File: src/rtl/gw_pkg.sv
package gw_pkg;
    localparam int PIX_W     = 8;
    localparam int COEF_W    = 16;
    localparam int COEF_FRAC = 12;

    typedef enum logic [1:0] {
        REG_CTRL   = 2'd0,
        REG_ROW    = 2'd1,
        REG_RESULT = 2'd2
    } reg_sel_e;

    // Weight for a tap at squared distance d from the window centre (Q3.12, gain included)
    function automatic logic [COEF_W-1:0] quad_coef(input int unsigned dr, input int unsigned dc);
        int unsigned d;
        d = dr * dr + dc * dc;
        return COEF_W'(16384 / (8 + d));
    endfunction
endpackage

File: src/rtl/gw_coef_rom.sv
module gw_coef_rom #(
    parameter int N = 7
) (
    input  logic [$clog2(N)-1:0]    row_i,
    input  logic [$clog2(N)-1:0]    col_i,
    output logic signed [15:0]      coef_o
);
    localparam int IDX_W = $clog2(N);
    localparam int H     = (N + 1) / 2;
    localparam int DEPTH = H * H;

    logic [15:0] rom [DEPTH];

    // Quadrant word q holds folded coordinates (q / H, q % H), i.e. distance H-1-x from centre
    for (genvar q = 0; q < DEPTH; q++) begin : g_quad
        assign rom[q] = gw_pkg::quad_coef(H - 1 - q / H, H - 1 - q % H);
    end

    logic [IDX_W-1:0] fold_r, fold_c;
    int unsigned      addr;

    always_comb begin
        fold_r = (row_i < IDX_W'(N - 1) - row_i) ? row_i : IDX_W'(N - 1) - row_i;
        fold_c = (col_i < IDX_W'(N - 1) - col_i) ? col_i : IDX_W'(N - 1) - col_i;
        addr   = int'(fold_r) * H + int'(fold_c);
        coef_o = $signed(rom[addr]);
    end
endmodule

File: src/rtl/gw_window.sv
module gw_window #(
    parameter int N = 7
) (
    input  logic                 clk,
    input  logic                 rst_n,
    input  logic                 restart_i,
    input  logic                 pix_we_i,
    input  logic [7:0]           pix_i,
    input  logic                 hold_i,
    input  logic [$clog2(N)-1:0] rd_row_i,
    input  logic [$clog2(N)-1:0] rd_col_i,
    output logic [7:0]           rd_pix_o,
    output logic                 row_done_o
);
    localparam int IDX_W = $clog2(N);

    typedef struct packed {
        logic [N-1:0][N-1:0][7:0] win;
        logic [N-1:0][7:0]        stage;
        logic [IDX_W-1:0]         col;
    } win_st_t;

    win_st_t s_d, s_q;
    logic    last_col;

    assign last_col   = (s_q.col == IDX_W'(N - 1));
    assign row_done_o = pix_we_i && last_col && !restart_i;
    assign rd_pix_o   = s_q.win[rd_row_i][rd_col_i];

    always_comb begin
        s_d = s_q;
        if (restart_i) begin
            s_d.col = '0;
        end else if (pix_we_i) begin
            s_d.stage[s_q.col] = pix_i;
            if (last_col) begin
                for (int r = 0; r < N - 1; r++) begin
                    s_d.win[r] = s_q.win[r + 1];
                end
                s_d.win[N-1] = s_d.stage;
                s_d.col      = '0;
            end else begin
                s_d.col = s_q.col + 1'b1;
            end
        end
    end

    always_ff @(posedge clk) begin
        if (!rst_n) s_q <= '0;
        else        s_q <= s_d;
    end

    a_r9_window_frozen: assert property (@(posedge clk) disable iff (!rst_n)
        hold_i |=> $stable(s_q.win));
    a_r2_col_in_range: assert property (@(posedge clk) disable iff (!rst_n)
        s_q.col <= IDX_W'(N - 1));
endmodule

File: src/rtl/gw_mac.sv
module gw_mac #(
    parameter int N        = 7,
    parameter int GAIN_EXP = 3
) (
    input  logic                 clk,
    input  logic                 rst_n,
    input  logic                 start_i,
    input  logic [7:0]           pix_i,
    input  logic signed [15:0]   coef_i,
    output logic [$clog2(N)-1:0] row_o,
    output logic [$clog2(N)-1:0] col_o,
    output logic                 busy_o,
    output logic                 fin_o,
    output logic [7:0]           res_o
);
    localparam int IDX_W = $clog2(N);
    localparam int ACC_W = 8 + 16 + $clog2(N * N) + 1;
    localparam int SHIFT = GAIN_EXP + gw_pkg::COEF_FRAC;

    typedef struct packed {
        logic                    busy;
        logic [IDX_W-1:0]        r;
        logic [IDX_W-1:0]        c;
        logic signed [ACC_W-1:0] acc;
        logic [7:0]              res;
    } mac_st_t;

    mac_st_t                 s_d, s_q;
    logic signed [24:0]      prod;
    logic signed [ACC_W-1:0] sum, scaled;
    logic                    last_tap;

    assign row_o    = s_q.r;
    assign col_o    = s_q.c;
    assign busy_o   = s_q.busy;
    assign res_o    = s_q.res;
    assign last_tap = s_q.busy && (s_q.r == IDX_W'(N - 1)) && (s_q.c == IDX_W'(N - 1));
    assign fin_o    = last_tap;

    always_comb begin
        prod   = coef_i * $signed({1'b0, pix_i});
        sum    = s_q.acc + ACC_W'(prod);
        scaled = sum >>> SHIFT;
        s_d    = s_q;
        if (start_i && !s_q.busy) begin
            s_d.busy = 1'b1;
            s_d.r    = '0;
            s_d.c    = '0;
            s_d.acc  = '0;
        end else if (s_q.busy) begin
            s_d.acc = sum;
            if (s_q.c == IDX_W'(N - 1)) begin
                s_d.c = '0;
                if (s_q.r == IDX_W'(N - 1)) begin
                    s_d.busy = 1'b0;
                    if (scaled < 0)                            s_d.res = 8'd0;
                    else if (scaled > $signed(ACC_W'(255)))    s_d.res = 8'd255;
                    else                                       s_d.res = scaled[7:0];
                end else begin
                    s_d.r = s_q.r + 1'b1;
                end
            end else begin
                s_d.c = s_q.c + 1'b1;
            end
        end
    end

    always_ff @(posedge clk) begin
        if (!rst_n) s_q <= '0;
        else        s_q <= s_d;
    end

    a_r5_start_only_idle: assert property (@(posedge clk) disable iff (!rst_n)
        start_i |-> !s_q.busy);
    a_r6_acc_nonneg: assert property (@(posedge clk) disable iff (!rst_n)
        s_q.busy |-> !s_q.acc[ACC_W-1]);
endmodule

File: src/rtl/gauss_window_conv.sv
module gauss_window_conv #(
    parameter int N        = 7,
    parameter int GAIN_EXP = 3
) (
    input  logic       clk,
    input  logic       rst_n,
    input  logic       wr_en,
    input  logic [1:0] wr_addr,
    input  logic [7:0] wr_data,
    input  logic       rd_en,
    input  logic [1:0] rd_addr,
    output logic [7:0] rd_data
);
    import gw_pkg::*;

    localparam int IDX_W  = $clog2(N);
    localparam int FILL_W = $clog2(N + 1);

    typedef struct packed {
        logic [FILL_W-1:0] fill;
        logic              done;
    } top_st_t;

    top_st_t           s_d, s_q;
    logic              busy, fin, row_done, start, restart, pix_we, res_rd;
    logic [IDX_W-1:0]  tap_r, tap_c;
    logic [7:0]        tap_pix, result;
    logic signed [15:0] tap_coef;

    assign restart = wr_en && (wr_addr == REG_CTRL) && wr_data[0];
    assign pix_we  = wr_en && (wr_addr == REG_ROW) && !busy;
    assign res_rd  = rd_en && (rd_addr == REG_RESULT);
    assign start   = row_done && (s_q.fill >= FILL_W'(N - 1));

    gw_window #(.N(N)) u_window (
        .clk        (clk),
        .rst_n      (rst_n),
        .restart_i  (restart),
        .pix_we_i   (pix_we),
        .pix_i      (wr_data),
        .hold_i     (busy),
        .rd_row_i   (tap_r),
        .rd_col_i   (tap_c),
        .rd_pix_o   (tap_pix),
        .row_done_o (row_done)
    );

    gw_coef_rom #(.N(N)) u_rom (
        .row_i  (tap_r),
        .col_i  (tap_c),
        .coef_o (tap_coef)
    );

    gw_mac #(.N(N), .GAIN_EXP(GAIN_EXP)) u_mac (
        .clk     (clk),
        .rst_n   (rst_n),
        .start_i (start),
        .pix_i   (tap_pix),
        .coef_i  (tap_coef),
        .row_o   (tap_r),
        .col_o   (tap_c),
        .busy_o  (busy),
        .fin_o   (fin),
        .res_o   (result)
    );

    always_comb begin
        s_d = s_q;
        if (restart)
            s_d.fill = '0;
        else if (row_done && (s_q.fill != FILL_W'(N)))
            s_d.fill = s_q.fill + 1'b1;
        if (fin)         s_d.done = 1'b1;
        else if (res_rd) s_d.done = 1'b0;
    end

    always_ff @(posedge clk) begin
        if (!rst_n) s_q <= '0;
        else        s_q <= s_d;
    end

    always_comb begin
        case (rd_addr)
            REG_CTRL:   rd_data = {6'd0, s_q.done, busy};
            REG_ROW:    rd_data = 8'(s_q.fill);
            REG_RESULT: rd_data = result;
            default:    rd_data = 8'd0;
        endcase
    end

    a_r8_done_holds: assert property (@(posedge clk) disable iff (!rst_n)
        (s_q.done && !res_rd) |=> s_q.done);
    a_r8_done_on_finish: assert property (@(posedge clk) disable iff (!rst_n)
        $fell(busy) |-> s_q.done);
    a_r3_fill_cap: assert property (@(posedge clk) disable iff (!rst_n)
        s_q.fill <= FILL_W'(N));
    a_r4_start_sets_busy: assert property (@(posedge clk) disable iff (!rst_n)
        start |=> busy);
endmodule

File: config.mk
export PLATFORM = sky130hd
export DESIGN_NAME = gauss_window_conv
export DESIGN_NICKNAME = d
export VERILOG_FILES = /design/src/rtl/gw_pkg.sv /design/src/rtl/gw_coef_rom.sv /design/src/rtl/gw_window.sv /design/src/rtl/gw_mac.sv /design/src/rtl/gauss_window_conv.sv
export SDC_FILE = /design/constraint.sdc
export NUM_CORES = 1
export LEC_CHECK = 0
export BUFFER_PORTS_ARGS = -buffer_cell sky130_fd_sc_hd__buf_4
export CORE_MARGIN = 1.5
export CORE_UTILIZATION = 55
export CTS_CLUSTER_DIAMETER = 150
export CTS_CLUSTER_SIZE = 16
export DETAILED_ROUTE_END_ITERATION = 10
export PLACE_DENSITY = 0.75
export SLEW_MARGIN = 20
export SYNTH_ARGS = -nofsm -noshare
export SYNTH_HDL_FRONTEND = slang
export SYNTH_SLANG_ARGS = --single-unit
File: constraint.sdc
create_clock -name clk -period 16.34 [get_ports clk]
set_input_delay 0 -clock clk [delete_from_list [all_inputs] [get_ports clk]]
set_output_delay 0 -clock clk [all_outputs]
set_load 0.005 [all_outputs]
==> results_tabular.tex, run 1 <==
\begin{tabular}{lr}
\hline
Metric & Value \\
\hline
\multicolumn{2}{l}{\textbf{GRT}} \\
\quad Vias in the first global route & 19500 \\
\quad Total GRT Usage & 0.236 \\
\quad First-pass GRT wire length & 96700 µm \\
\quad Antenna violations before repair & 2 \\
\quad Overflow left after global routing & 0 \\
\quad Largest net degree at the start of global routing & 343 \\
\multicolumn{2}{l}{\textbf{Worst hold path}} \\
\quad Hold\_sp & wr\_addr[1] \\
\quad HP Class & in2reg \\
\quad Cell count of the worst hold path & 5 \\
\multicolumn{2}{l}{\textbf{STA}} \\
\quad Clock Skew & 18.5 ps \\
\quad Highest clock rate & 99.8 MHz \\
\quad Final worst path period share & 0.613 \\
\quad Final hold violation count & 0 \\
\quad RSZ-0062 raised after global routing & false \\
\quad Final setup violation count & 0 \\
\quad Final-report max-slew violation count & 0 \\
\quad Final sum of negative setup slack & 0 ps \\
\quad Worst max-slew margin expressed relative to the limit & 0.273 \\
\quad Final period demand of the worst path & 10020 ps \\
\quad Transition time at the pin with the least slew margin & 1090 ps \\
\multicolumn{2}{l}{\textbf{Power}} \\
\quad Maximum ir drop on the vdd rail & 78.1 µV \\
\quad Cell leakage power & 9.89 nW \\
\quad Cell Pwr Density & 73.9 nW/µm² \\
\multicolumn{2}{l}{\textbf{Layout}} \\
\quad Finished Cell Area & 28000 µm² \\
\quad Non-filler cells in the finished layout & 3567 \\
\quad Total Nets Final & 3116 \\
\quad Most used cells in the layout excluding fill and tap cells & sky130\_fd\_sc\_hd\_\_nand2\_1 (932), sky130\_fd\_sc\_hd\_\_dfxtp\_1 (490), sky130\_fd\_sc\_hd\_\_a21boi\_0 (393) \\
\quad Layout area overhead & 5.19\% \\
\quad Fillers & 4037 \\
\quad Most frequent standard cell in the layout excluding fill and tap cells & sky130\_fd\_sc\_hd\_\_nand2\_1 \\
\quad Share of layout cells above drive strength 1 & 0.0603 \\
\quad Final core utilization & 0.587 \\
\multicolumn{2}{l}{\textbf{CTS}} \\
\quad Number of cells upsized or downsized after cts & 0 \\
\quad Library cell used as clock root buffer & sky130\_fd\_sc\_hd\_\_clkbuf\_16 \\
\quad Clock tree from TritonCTS & yes \\
\quad Clock sink count & 493 \\
\quad Number of CTS-inserted buffers & 36 \\
\quad Maximum buffer depth of the clock tree & 3 \\
\quad Clock transition at the register clock pins on the worst setup and hold paths after CTS & 80 ps \\
\quad H-Tree Level Count & 2 \\
\quad Number of post-CTS setup repair buffers & 0 \\
\quad Clk\_lat worst skew & 570 ps \\
\quad Count of hold buffers inserted by post-cts repair & 13 \\
\multicolumn{2}{l}{\textbf{Floorplanning}} \\
\quad Die Outline Area & 49800 µm² \\
\quad FP Rows & 80 \\
\quad Core area & 47700 µm² \\
\quad Top-level port count & 24 \\
\quad Initial Utilization & 0.558 \\
\quad Die extent in x & 223 µm \\
\quad Die Height & 223 µm \\
\multicolumn{2}{l}{\textbf{Critical path}} \\
\quad Largest stage delay, worst path & 840 ps \\
\quad Worst Reg2Reg Path Length in Cells & 30 \\
\quad Type of element launching the critical path & flip-flop \\
\quad Crit path buf inv count & 8 \\
\quad Required time at the endpoint of the critical path & 16820 ps \\
\quad Crit Path Class & reg2reg \\
\quad Type of destination of the critical path & flip-flop \\
\quad Stages on the worst setup path & 30 \\
\quad Critical path peak fanout & 59 \\
\quad Setup slack of the worst register-to-register path & 6320 ps \\
\quad Dominant delay contributor by cell family on the critical path & adder cells \\
\quad Critical path startpoint & u\_mac.row\_o[1] \\
\quad Worst endpoint data arrival time & 10510 ps \\
\quad Startpoint of the worst-slack reg-to-reg timing path & u\_mac.row\_o[1] \\
\quad Standard cell with the maximum stage delay on the critical path & sky130\_fd\_sc\_hd\_\_a21oi\_1 \\
\multicolumn{2}{l}{\textbf{Drt}} \\
\quad Aggregate routed wire length & 58400 µm \\
\quad Average wire length per cell after detail routing & 16.4 µm \\
\quad Violation count after the first detailed-routing iteration & 1692 \\
\quad Remaining DRCs & 0 \\
\quad Number of vias per cell & 5.70 \\
\quad Drt pass-1 iters & 6 \\
\quad Detail Route Antenna Nets & 0 \\
\quad Number of vias in the routed layout & 20300 \\
\multicolumn{2}{l}{\textbf{Synthesis}} \\
\quad Syn\_nets & 3236 \\
\quad Post-Synthesis Cells & 3068 \\
\quad Register bit count reported by yosys & 493 \\
\quad Proportion of synthesized chip area in sequential cells & 0.370 \\
\quad Post-synthesis instance area & 26600 µm² \\
\quad Yosys warning total & 0 \\
\quad Share of async-settable or async-resettable flops after synthesis & 0 \\
\quad Top\_reg\_cell synth & sky130\_fd\_sc\_hd\_\_dfxtp\_1 \\
\quad Synthesized area per cell & 8.68 µm² \\
\quad Yosys cell types & 69 \\
\quad Number of enable flip-flop cells after synthesis & 0 \\
\multicolumn{2}{l}{\textbf{Placed design}} \\
\quad Total placed cells including tap cells & 3511 \\
\quad I/O Buffers & 23 \\
\quad Final weighted congestion of routability-driven global placement & 0.869 \\
\quad DPL Wire Length & 37100 µm \\
\quad Instance area at placement & 26900 µm² \\
\multicolumn{2}{l}{\textbf{Run status}} \\
\quad Result of the run & complete, no violations \\
\multicolumn{2}{l}{\textbf{Flow run}} \\
\quad Max-cap violation count & 0 \\
\hline
\end{tabular}
kinds of logic after synthesis:
logic type,Yosys count,synth area share
xor+xnor,36,0.0118
buf+inv,350,0.0536
simple gates,1203,0.189
compound gates,615,0.161
fa+ha+maj,152,0.0931
mux,219,0.121
flops,493,0.370
routing by layer:
| metal | track usage | share of wire | vias to the layer above | routed length, µm |
|---|---|---|---|---|
| li1 | - | - | 9913 | - |
| met1 | 0.321 | 0.46 | 9898 | 26900 |
| met2 | 0.389 | 0.47 | 429 | 27600 |
| met3 | 0.0379 | 0.046 | 88 | 2710 |
| met4 | 0.0639 | 0.021 | 2 | 1200 |
| met5 | 0 | 0.00029 | - | 17 |
where the power goes:
part	internal (mW)	switching [mW]	leakage (nW)
logic	0.0209	0.0227	5.45
clock network	0.407	0.418	0.472
registers	1.20	0.000778	3.97
cell type report:
class,instances,area (µm²),share of cell area
multi-input combinational,2225,15400,0.549
inverter,131,492,0.0175
antenna,1,2.50,0.0000893
tap,615,769,0.0275
sequential,493,9880,0.352
timing repair buffer,61,547,0.0195
clock inverter,2,25.0,0.000893
clock buffer,39,933,0.0333
state kept, by name, indices dropped and copies added, names as in the netlist:
register / cells
u_mac.res_o: 8
s_q: 4
u_mac.col_o: 3
u_mac.s_q: 31
u_window.s_q: 443
u_mac.row_o: 3
u_mac.busy_o: 1
worst min-delay path, cell delays in order:
cell	delay, ps
sky130_fd_sc_hd__buf_4	70
sky130_fd_sc_hd__inv_1	50
sky130_fd_sc_hd__nand4b_1	90
sky130_fd_sc_hd__nand2_1	190
sky130_fd_sc_hd__nor2_1	150
synth_stat cells, types with 6 or more instances:
cell / instances / share of area
sky130_fd_sc_hd__nand2_1: 932 / 0.13
sky130_fd_sc_hd__dfxtp_1: 493 / 0.37
sky130_fd_sc_hd__a21boi_0: 393 / 0.11
sky130_fd_sc_hd__clkbuf_1: 173 / 0.024
sky130_fd_sc_hd__mux2i_1: 138 / 0.052
sky130_fd_sc_hd__inv_1: 128 / 0.018
sky130_fd_sc_hd__o21ai_0: 78 / 0.015
sky130_fd_sc_hd__fa_1: 77 / 0.058
sky130_fd_sc_hd__nor2b_1: 76 / 0.018
sky130_fd_sc_hd__ha_1: 75 / 0.035
sky130_fd_sc_hd__mux4_2: 74 / 0.063
sky130_fd_sc_hd__nor2_1: 71 / 0.010
sky130_fd_sc_hd__a21oi_1: 62 / 0.012
sky130_fd_sc_hd__and2_1: 56 / 0.013
sky130_fd_sc_hd__buf_2: 31 / 0.0058
sky130_fd_sc_hd__xnor2_1: 21 / 0.0069
sky130_fd_sc_hd__nand3_1: 15 / 0.0028
sky130_fd_sc_hd__xor2_1: 15 / 0.0049
sky130_fd_sc_hd__a31oi_1: 13 / 0.0031
sky130_fd_sc_hd__a211oi_1: 12 / 0.0034
sky130_fd_sc_hd__a21o_1: 12 / 0.0034
sky130_fd_sc_hd__nand2b_1: 11 / 0.0026
sky130_fd_sc_hd__nor3_1: 9 / 0.0017
sky130_fd_sc_hd__o211ai_1: 9 / 0.0025
sky130_fd_sc_hd__nand4_1: 7 / 0.0016
sky130_fd_sc_hd__mux4_1: 6 / 0.0059
final timing paths:
path | end
setup / recovery | u_mac.res_o[7]
hold / removal | s_q[1]
hold reg to reg | u_window.s_q[61]
setup reg to reg | u_mac.res_o[7]
through the flow:
| stage | worst slack, ps | hold WS (ps) | power (mW) |
|---|---|---|---|
| 5_1_grt | 5740 | 116 | 2.14 |
| 3_3_place_gp | 6700 | 311 | 1.27 |
| 4_1_cts | 6370 | 21.6 | 2.09 |
| 3_5_place_dp | 6420 | 329 | 1.27 |
| 6_report | 6320 | 30.7 | 2.07 |
| 2_1_floorplan | 8280 | 83.3 | 1.26 |
Note: power is estimated with default switching activity, not from simulation.
==> inputs of run 2 (changes only) <==
PLACE_DENSITY = 0.78   (was 0.75)
clock period = 8.2 ns   (was 16.34 ns; I/O delays follow)
==> run 2 against run 1 <==
Compared with the run above:
- critical path type unchanged
- clock skew rose by 11 ps
- highest routed layer is now met4
- via count rose by 0.75%
- first-iteration DRC count fell by 1.7%
- routed wire length rose by 1.2%
- sequential share of layout area fell by 0.48 points
- global-route usage rose by 0.10 points
==> results_tabular.tex, run 2 (synthesis results as in run 1) <==
\begin{tabular}{lr}
\hline
Metric & Value \\
\hline
\multicolumn{2}{l}{\textbf{Drt}} \\
\quad Average wire length per cell after detail routing & 16.4 µm \\
\quad Remaining DRCs & 0 \\
\quad Violation count after the first detailed-routing iteration & 1664 \\
\quad Aggregate routed wire length & 59100 µm \\
\quad Drt pass-1 iters & 7 \\
\quad Number of vias in the routed layout & 20500 \\
\quad Number of vias per cell & 5.68 \\
\quad Detail Route Antenna Nets & 0 \\
\multicolumn{2}{l}{\textbf{STA}} \\
\quad Clock Skew & 29.3 ps \\
\quad Final hold violation count & 0 \\
\quad Hold\_ws & 28.1 ps \\
\quad Final setup violation count & 0 \\
\quad Final worst path period share & 0.955 \\
\quad Transition time at the pin with the least slew margin & 1200 ps \\
\quad Final period demand of the worst path & 7830 ps \\
\quad Final-report max-slew violation count & 0 \\
\quad Worst max-slew margin expressed relative to the limit & 0.200 \\
\quad Highest clock rate & 128 MHz \\
\multicolumn{2}{l}{\textbf{Critical path}} \\
\quad Type of element launching the critical path & flip-flop \\
\quad Worst endpoint data arrival time & 8310 ps \\
\quad Critical path peak fanout & 32 \\
\quad Startpoint of the worst-slack reg-to-reg timing path & u\_mac.row\_o[0] \\
\quad Crit Path Class & reg2reg \\
\quad Required time at the endpoint of the critical path & 8680 ps \\
\quad Critical path startpoint & u\_mac.row\_o[0] \\
\quad Type of destination of the critical path & flip-flop \\
\multicolumn{2}{l}{\textbf{Power}} \\
\quad Cell leakage power & 10.1 nW \\
\quad Share of power burned in the clock network & 0.401 \\
\quad Cell Pwr Density & 146 nW/µm² \\
\quad Maximum ir drop on the vdd rail & 171 µV \\
\quad Final total power & 4.15 mW \\
\quad Seq pwr share & 0.578 \\
\quad Comb pwr share & 0.021 \\
\quad Switching power as a share of total power & 0.214 \\
\quad Internal power consumption & 3.26 mW \\
\quad Net Switching & 886 µW \\
\multicolumn{2}{l}{\textbf{GRT}} \\
\quad Total GRT Usage & 0.237 \\
\quad First-pass GRT wire length & 97200 µm \\
\quad Antenna violations before repair & 0 \\
\quad Largest net degree at the start of global routing & 236 \\
\quad Vias in the first global route & 19600 \\
\quad Overflow left after global routing & 0 \\
\multicolumn{2}{l}{\textbf{Floorplanning}} \\
\quad Die Height & 223 µm \\
\quad Die extent in x & 223 µm \\
\quad Die Outline Area & 49800 µm² \\
\quad Core area & 47700 µm² \\
\quad Initial Utilization & 0.558 \\
\quad Top-level port count & 24 \\
\quad FP Rows & 80 \\
\multicolumn{2}{l}{\textbf{CTS}} \\
\quad Clock transition at the register clock pins on the worst setup and hold paths after CTS & 80 ps \\
\quad Maximum buffer depth of the clock tree & 3 \\
\quad Clock tree from TritonCTS & yes \\
\quad Library cell used as clock root buffer & sky130\_fd\_sc\_hd\_\_clkbuf\_16 \\
\quad Clock sink count & 493 \\
\quad Number of CTS-inserted buffers & 36 \\
\quad H-Tree Level Count & 2 \\
\quad Clk\_lat worst skew & 580 ps \\
\multicolumn{2}{l}{\textbf{Layout}} \\
\quad Layout area overhead & 6.64\% \\
\quad Most used cells in the layout excluding fill and tap cells & sky130\_fd\_sc\_hd\_\_nand2\_1 (932), sky130\_fd\_sc\_hd\_\_dfxtp\_1 (490), sky130\_fd\_sc\_hd\_\_a21boi\_0 (393) \\
\quad Most frequent standard cell in the layout excluding fill and tap cells & sky130\_fd\_sc\_hd\_\_nand2\_1 \\
\quad Share of layout cells above drive strength 1 & 0.0750 \\
\quad Max reg flops & 443 \\
\quad Largest register by flop count & u\_window.s\_q \\
\quad Total Nets Final & 3153 \\
\quad Count of inserted antenna diode cells & 0 \\
\multicolumn{2}{l}{\textbf{Worst hold path}} \\
\quad Hold\_sp & rst\_n \\
\quad HP Class & in2reg \\
\multicolumn{2}{l}{\textbf{Placed design}} \\
\quad I/O Buffers & 23 \\
\quad Final weighted congestion of routability-driven global placement & 0.883 \\
\quad DPL Wire Length & 37600 µm \\
\multicolumn{2}{l}{\textbf{Run status}} \\
\quad Result of the run & complete, no violations \\
\multicolumn{2}{l}{\textbf{Flow run}} \\
\quad Max-cap violation count & 0 \\
\hline
\end{tabular}
==> run 2: stage by stage <==
step	worst slack, ps	util	setup TNS (ps)	instance area (µm²)	cells
floorplan	140	-	0	26600	3068
global placement	258	0.571	0	27200	3546
detailed placement	120	0.571	0	27200	3546
CTS	72.9	0.594	0	28300	3599
global route	-30.0	0.595	-60.9	28400	3603
finish	372	0.595	0	28400	3603
==> run 2: final timing paths <==
kind,end,slack [ps],depth (start not counted)
worst min register to register,u_window.s_q[86],460,2
worst max-delay path,u_mac.res_o[7],370,27
worst max register to register,u_mac.res_o[7],370,27
worst min-delay path,u_window.s_q[134],30,2
==> run 2: cell type report <==
| cell class | instances | area, µm² |
|---|---|---|
| Fill cell | 3972 | 19300 |
| Tap cell | 615 | 769 |
| Inverter | 131 | 492 |
| Clock buffer | 39 | 955 |
| Multi-Input combinational cell | 2225 | 15400 |
| Clock inverter | 2 | 21.3 |
| Timing Repair Buffer | 98 | 881 |
| Sequential cell | 493 | 9880 |
==> run 2: power by group through the flow <==
stage | clock network [mW] | registers (mW) | logic [mW]
4_1_cts | 1.70 | 2.39 | 0.0867
3_5_place_dp | 0 | 2.45 | 0.0823
6_report | 1.66 | 2.39 | 0.0874
3_3_place_gp | 0 | 2.45 | 0.0806
2_1_floorplan | 0 | 2.45 | 0.0578
5_1_grt | 1.78 | 2.39 | 0.0924
==> run 2: repair_timing <==
action	4_1_cts	5_1_grt
setup buffers	0	4
hold endpoints to repair	61	0
endpoints found under the setup margin	0	13
hold buffers	12	0
resized for setup	0	8
==> run 2: worst max-delay path, cell delays in order (launching register included) <==
cell and delay, ps:
sky130_fd_sc_hd__dfxtp_4 530, sky130_fd_sc_hd__buf_12 280, sky130_fd_sc_hd__mux4_2 530, sky130_fd_sc_hd__mux4_2 450, sky130_fd_sc_hd__and2_1 170, sky130_fd_sc_hd__a211oi_1 280
sky130_fd_sc_hd__a21oi_2 180, sky130_fd_sc_hd__and2_1 220, sky130_fd_sc_hd__fa_1 450, sky130_fd_sc_hd__fa_1 560, sky130_fd_sc_hd__inv_1 50, sky130_fd_sc_hd__fa_1 480
sky130_fd_sc_hd__inv_1 50, sky130_fd_sc_hd__fa_1 530, sky130_fd_sc_hd__inv_1 60, sky130_fd_sc_hd__fa_1 510, sky130_fd_sc_hd__inv_1 50, sky130_fd_sc_hd__ha_1 370
sky130_fd_sc_hd__o21a_1 150, sky130_fd_sc_hd__o211ai_1 150, sky130_fd_sc_hd__a2111oi_2 400, sky130_fd_sc_hd__buf_4 200, sky130_fd_sc_hd__o21bai_2 120, sky130_fd_sc_hd__a211oi_2 270
sky130_fd_sc_hd__mux2i_2 230, sky130_fd_sc_hd__buf_4 180, sky130_fd_sc_hd__a21oi_1 50, sky130_fd_sc_hd__a41oi_1 210
==> run 2: layer usage <==
| metal | track usage | up-vias | part of all wire |
|---|---|---|---|
| met5 | 0 | - | 0 |
| met4 | 0.0704 | 0 | 0.023 |
| met3 | 0.0304 | 83 | 0.047 |
| met2 | 0.396 | 466 | 0.48 |
| met1 | 0.321 | 9950 | 0.45 |
| li1 | - | 9984 | - |
